File: src/rtl/cal_clock.sv
module cal_clock #(
  parameter int COMMIT_CYCLES = 2,
  parameter int AW = 8
) (
  input  logic          clk,
  input  logic          rst_n,
  input  logic          tick,
  input  logic          wr,
  input  logic [AW-1:0] addr,
  input  logic [31:0]   wdata,
  output logic [31:0]   rdata
);
  localparam int CW = $clog2(COMMIT_CYCLES + 1);
  localparam logic [AW-1:0] A_CTRL = AW'('h00);
  localparam logic [AW-1:0] A_DATE = AW'('h10);
  localparam logic [AW-1:0] A_TIME = AW'('h14);

  logic [5:0] sec, min, yr;
  logic [4:0] hr, day;
  logic [3:0] mon;
  logic       leap;

  logic [16:0] pend_t;
  logic [15:0] pend_d;
  logic        bsy_t, bsy_d;
  logic [CW-1:0] cnt_t, cnt_d;

  logic wr_t, wr_d, commit_t, commit_d;
  assign wr_t     = wr && addr == A_TIME && !bsy_t;
  assign wr_d     = wr && addr == A_DATE && !bsy_d;
  assign commit_t = bsy_t && cnt_t == CW'(1);
  assign commit_d = bsy_d && cnt_d == CW'(1);

  logic unused_wdata;
  assign unused_wdata = ^{wdata[31:23], wdata[15:14], wdata[7:6]};

  logic       sec_wrap, min_wrap, hr_wrap, day_wrap, mon_wrap;
  logic [4:0] mdays;
  assign sec_wrap = sec == 6'd59;
  assign min_wrap = sec_wrap && min == 6'd59;
  assign hr_wrap  = min_wrap && hr == 5'd23;
  assign mdays    = (mon == 4'd2) ? (leap ? 5'd29 : 5'd28) :
                    (mon == 4'd4 || mon == 4'd6 || mon == 4'd9 || mon == 4'd11) ? 5'd30 : 5'd31;
  assign day_wrap = hr_wrap && day >= mdays;
  assign mon_wrap = day_wrap && mon >= 4'd12;

  always_ff @(posedge clk) begin
    if (!rst_n) begin
      sec <= '0; min <= '0; hr <= '0;
    end else if (commit_t) begin
      sec <= pend_t[5:0];
      min <= pend_t[11:6];
      hr  <= pend_t[16:12];
    end else if (tick) begin
      sec <= sec_wrap ? 6'd0 : sec + 6'd1;
      if (sec_wrap) min <= (min == 6'd59) ? 6'd0 : min + 6'd1;
      if (min_wrap) hr  <= (hr == 5'd23) ? 5'd0 : hr + 5'd1;
    end
  end

  always_ff @(posedge clk) begin
    if (!rst_n) begin
      day <= 5'd1; mon <= 4'd1; yr <= '0; leap <= 1'b0;
    end else if (commit_d) begin
      day  <= pend_d[4:0];
      mon  <= pend_d[8:5];
      yr   <= pend_d[14:9];
      leap <= pend_d[15];
    end else if (tick && hr_wrap) begin
      day <= day_wrap ? 5'd1 : day + 5'd1;
      if (day_wrap) mon <= mon_wrap ? 4'd1 : mon + 4'd1;
      if (mon_wrap) yr  <= yr + 6'd1;
    end
  end

  always_ff @(posedge clk) begin
    if (!rst_n) begin
      bsy_t <= 1'b0; cnt_t <= '0; pend_t <= '0;
    end else if (wr_t) begin
      bsy_t  <= 1'b1;
      cnt_t  <= CW'(COMMIT_CYCLES);
      pend_t <= {wdata[20:16], wdata[13:8], wdata[5:0]};
    end else if (commit_t) begin
      bsy_t <= 1'b0;
    end else if (bsy_t) begin
      cnt_t <= cnt_t - CW'(1);
    end
  end

  always_ff @(posedge clk) begin
    if (!rst_n) begin
      bsy_d <= 1'b0; cnt_d <= '0; pend_d <= '0;
    end else if (wr_d) begin
      bsy_d  <= 1'b1;
      cnt_d  <= CW'(COMMIT_CYCLES);
      pend_d <= {wdata[22], wdata[21:16], wdata[11:8], wdata[4:0]};
    end else if (commit_d) begin
      bsy_d <= 1'b0;
    end else if (bsy_d) begin
      cnt_d <= cnt_d - CW'(1);
    end
  end

  logic [31:0] time_word, date_word, ctrl_word;
  assign time_word = {11'b0, hr, 2'b0, min, 2'b0, sec};
  assign date_word = {9'b0, leap, yr, 4'b0, mon, 3'b0, day};
  assign ctrl_word = {22'b0, 1'b0, bsy_t, bsy_d, 7'b0};

  assign rdata = (addr == A_TIME) ? time_word :
                 (addr == A_DATE) ? date_word :
                 (addr == A_CTRL) ? ctrl_word : 32'h0;
endmodule

File: config.mk
export PLATFORM = sky130hd
export DESIGN_NAME = cal_clock
export DESIGN_NICKNAME = d
export VERILOG_FILES = /design/src/rtl/cal_clock.sv
export SDC_FILE = /design/constraint.sdc
export NUM_CORES = 1
export LEC_CHECK = 0
export CAP_MARGIN = 20
export CORE_MARGIN = 2
export CORE_UTILIZATION = 35
export DETAILED_ROUTE_END_ITERATION = 12
export PLACE_DENSITY = 0.59
export SLEW_MARGIN = 5
export SYNTH_ARGS = -nofsm -noshare
export SYNTH_HDL_FRONTEND = slang
export SYNTH_SLANG_ARGS = --single-unit
File: constraint.sdc
create_clock -name clk -period 2.34 [get_ports clk]
set_input_delay 0.468 -clock clk [delete_from_list [all_inputs] [get_ports clk]]
set_output_delay 0.468 -clock clk [all_outputs]
set_load 0.1 [all_outputs]
==> impl_metrics.json <==
{
  "outcome": "finished with violations",
  "violations": "negative setup slack",
  "vias": 3504,
  "rsz0062_at_grt": "yes",
  "grt_usage_pct": 18.5,
  "htree_levels": 3,
  "syn_inst": 448,
  "cts_root_buf": "clkbuf_8",
  "drv_cap": 0,
  "initial_core_util_pct": 35.9,
  "final_cell_mix": "dfxtp_1 (70), nor2_1 (67), mux2i_1 (38)",
  "syn_to_final_growth_pct": 35.8,
  "viasPerCell": 5.32,
  "chipHeight_um": 110,
  "r2r_start": "mon[0]$_SDFFE_PN1P_",
  "async_flop_share_pct": 0,
  "synth_area_sq_um": 3910,
  "path_clk_slew_ns": 0.08,
  "r2r-end": "mon[3]$_SDFFE_PN0P_",
  "worst_pin_slew_ns": 0.866,
  "num_antenna_cells": 0,
  "min_path_type": "flop to flop",
  "grt_pass1_vias": 3260,
  "ir_worst_vdd_mv": 0.399,
  "die_area_sq_um": 12000,
  "finalSetupViolCount": 5,
  "place_inst": 637,
  "cp_data_arrival_time_ns": 2.63,
  "holdCritStartpoint": "pend_d[1]$_SDFFE_PN0P_",
  "fmaxAchievable_ghz": 0.418,
  "ys_seq_area_share_pct": 36.8,
  "postRouteAntennaNets": 0,
  "worstPathMaxFanout": 6,
  "cp-end-kind": "flop",
  "place.detailed.hpwl_um": 7500,
  "p_leak_nw": 1.97,
  "drc": 0,
  "hold_path_depth": 2,
  "synth.avg_cell_area_sq_um": 8.74,
  "place_area_sq_um": 4940,
  "finClkSkew_ns": 0.0112,
  "power.density_nw_per_um2": 437,
  "yosysWarnings": 0,
  "synth_edf_count": 0,
  "first_pass_iters": 4,
  "wl_um": 10800,
  "cts_buffers": 9,
  "hold_viol": 0,
  "ys_ff_latch": 72,
  "fin_ws_ns": -0.0552,
  "grt_max_degree": 39,
  "nNetsFinal": 571,
  "row_count": 38,
  "clkLatencyLatePin_ns": 0.34,
  "cts_tree": "built",
  "seq_area_sq_um": 1450,
  "regToRegSetupSlack_ns": -0.06,
  "required_ns": 2.58,
  "grt_pass1_wl_um": 17000,
  "relSlewSlack_pct": 42.2,
  "r2r_cells": 11,
  "cts_sinks": 72,
  "post-place-ws_ns": -0.181,
  "stdcell_area_sq_um": 5310,
  "layout-drive-gt1-share_pct": 23.5,
  "finalCriticalPeriod_ns": 2.40,
  "place_congestion": 0.852,
  "core_sq_um": 10900,
  "wire_per_inst_um": 16.4,
  "fill_cells": 1000,
  "grt-ovfl-total": 0,
  "pin_count": 76,
  "synth.distinct_cells": 66,
  "stdcell_count": 659,
  "drt_iter0_markers": 206,
  "cts_buffer_depth": 2,
  "layout_commonest_cell": "dfxtp_1",
  "antenna_found_initial": 0,
  "cts_hold_buf": 0,
  "portBuffers": 50,
  "maxSlewViolCount": 0,
  "dieWidth_um": 110,
  "multiInputGateArea_sq_um": 2440,
  "worstSetupPathType": "flop to flop",
  "whs_endpoint": "day[1]$_SDFFE_PN0P_",
  "timing.final.crit_share_pct": 102,
  "ys.flop_type": "dfxtp_1",
  "start_kind": "flop"
}
[worst max-delay path, stage by stage, from the launching register on]
cell and delay [ns]:
dfxtp_4 0.38, inv_4 0.07, ha_2 0.15, o21ai_1 0.05, o21ai_1 0.07, o21ai_1 0.09
ha_1 0.32, nor3b_4 0.07, nor4_4 0.48, a31oi_2 0.18, a21o_1 0.21, a32o_1 0.21
[report_power, final]
group | internal, mW | leakage (nW) | switching, mW
sequential | 1.23 | 0.581 | 0.00532
clock | 0.410 | 0.0813 | 0.480
combinational | 0.0620 | 1.31 | 0.137
[cell type report]
class,instances,area share [%]
Clock buffer,11,2.66
Clock inverter,5,0.612
Inverter,9,0.730
Multi-Input combinational cell,337,45.8
Sequential cell,72,27.3
Tap cell,140,3.30
Timing Repair Buffer,85,19.6
[registers in the layout, indices dropped and copies added, names as in the netlist]
signal  count
cnt_d       2
min         6
sec         6
pend_t     17
leap        1
mon         4
cnt_t       2
pend_d     16
yr          6
bsy_d       1
day         5
bsy_t       1
hr          5
[cell usage after synthesis (8+ instances only)]
cell type / count / area [sq um]
nor2_1: 68 / 255
nor3_1: 11 / 55.1
a22o_1: 12 / 105
clkbuf_1: 14 / 52.6
inv_1: 8 / 30.0
nand3_1: 12 / 60.1
ha_1: 13 / 163
o21ai_0: 27 / 135
nand2_1: 24 / 90.1
buf_4: 16 / 120
a21oi_1: 21 / 105
mux2i_1: 38 / 380
a211oi_1: 8 / 60.1
dfxtp_1: 72 / 1440
[stage by stage]
stage / TNS [ns] / total power [mW] / hold WS (ns) / utilization (%)
2_1_floorplan: -0.549 / 1.40 / 0.431 / -
3_3_place_gp: -7.68 / 1.46 / 0.468 / 45.4
3_5_place_dp: -8.22 / 1.46 / 0.486 / 45.4
4_1_cts: -0.0306 / 2.34 / 0.498 / 48.4
5_1_grt: -1.67 / 2.42 / 0.525 / 48.8
6_report: -0.143 / 2.32 / 0.494 / 48.8
[cells by family after synthesis]
logic type | after synthesis | share of synthesized area [%]
flops | 72 | 36.8
fa+ha+maj | 13 | 4.16
simple gates | 168 | 23.0
other cells | 1 | 0.0958
buf+inv | 50 | 7.58
xor+xnor | 6 | 1.34
mux | 38 | 9.72
compound gates | 100 | 17.3
[how the worst max path moves through the flow]
stage | to | from | slack [ns] | cells past startpoint
final | mon[3]$_SDFFE_PN0P_ | mon[0]$_SDFFE_PN1P_ | -0.06 | 11
after floorplan | rdata[7] | addr[0] | -0.26 | 3
after global placement | rdata[0] | addr[0] | -0.17 | 6
after CTS | mon[3]$_SDFFE_PN0P_ | mon[0]$_SDFFE_PN1P_ | -0.02 | 11
after global routing | mon[3]$_SDFFE_PN0P_ | mon[1]$_SDFFE_PN0P_ | -0.20 | 11
after detailed placement | pend_d[2]$_SDFFE_PN0P_ | addr[0] | -0.18 | 8
[metal layers]
layer	part of all wire (%)	global-route usage (%)	vias to the layer above
met4	1.4	4.61	0
met1	47	25.2	1678
met2	46	29.1	87
met5	0	0	-
met3	5.8	4.56	12
li1	-	-	1727
[timing repair]
action | 4_1_cts | 5_1_grt
setup endpoints to repair | 29 | 29
cloned | 1 | 1
resized for setup | 39 | 17
pin swaps | 14 | 10
hold endpoints to repair | 0 | 0
setup buffers | 4 | 2
Power figures use the tool's default switching activity.
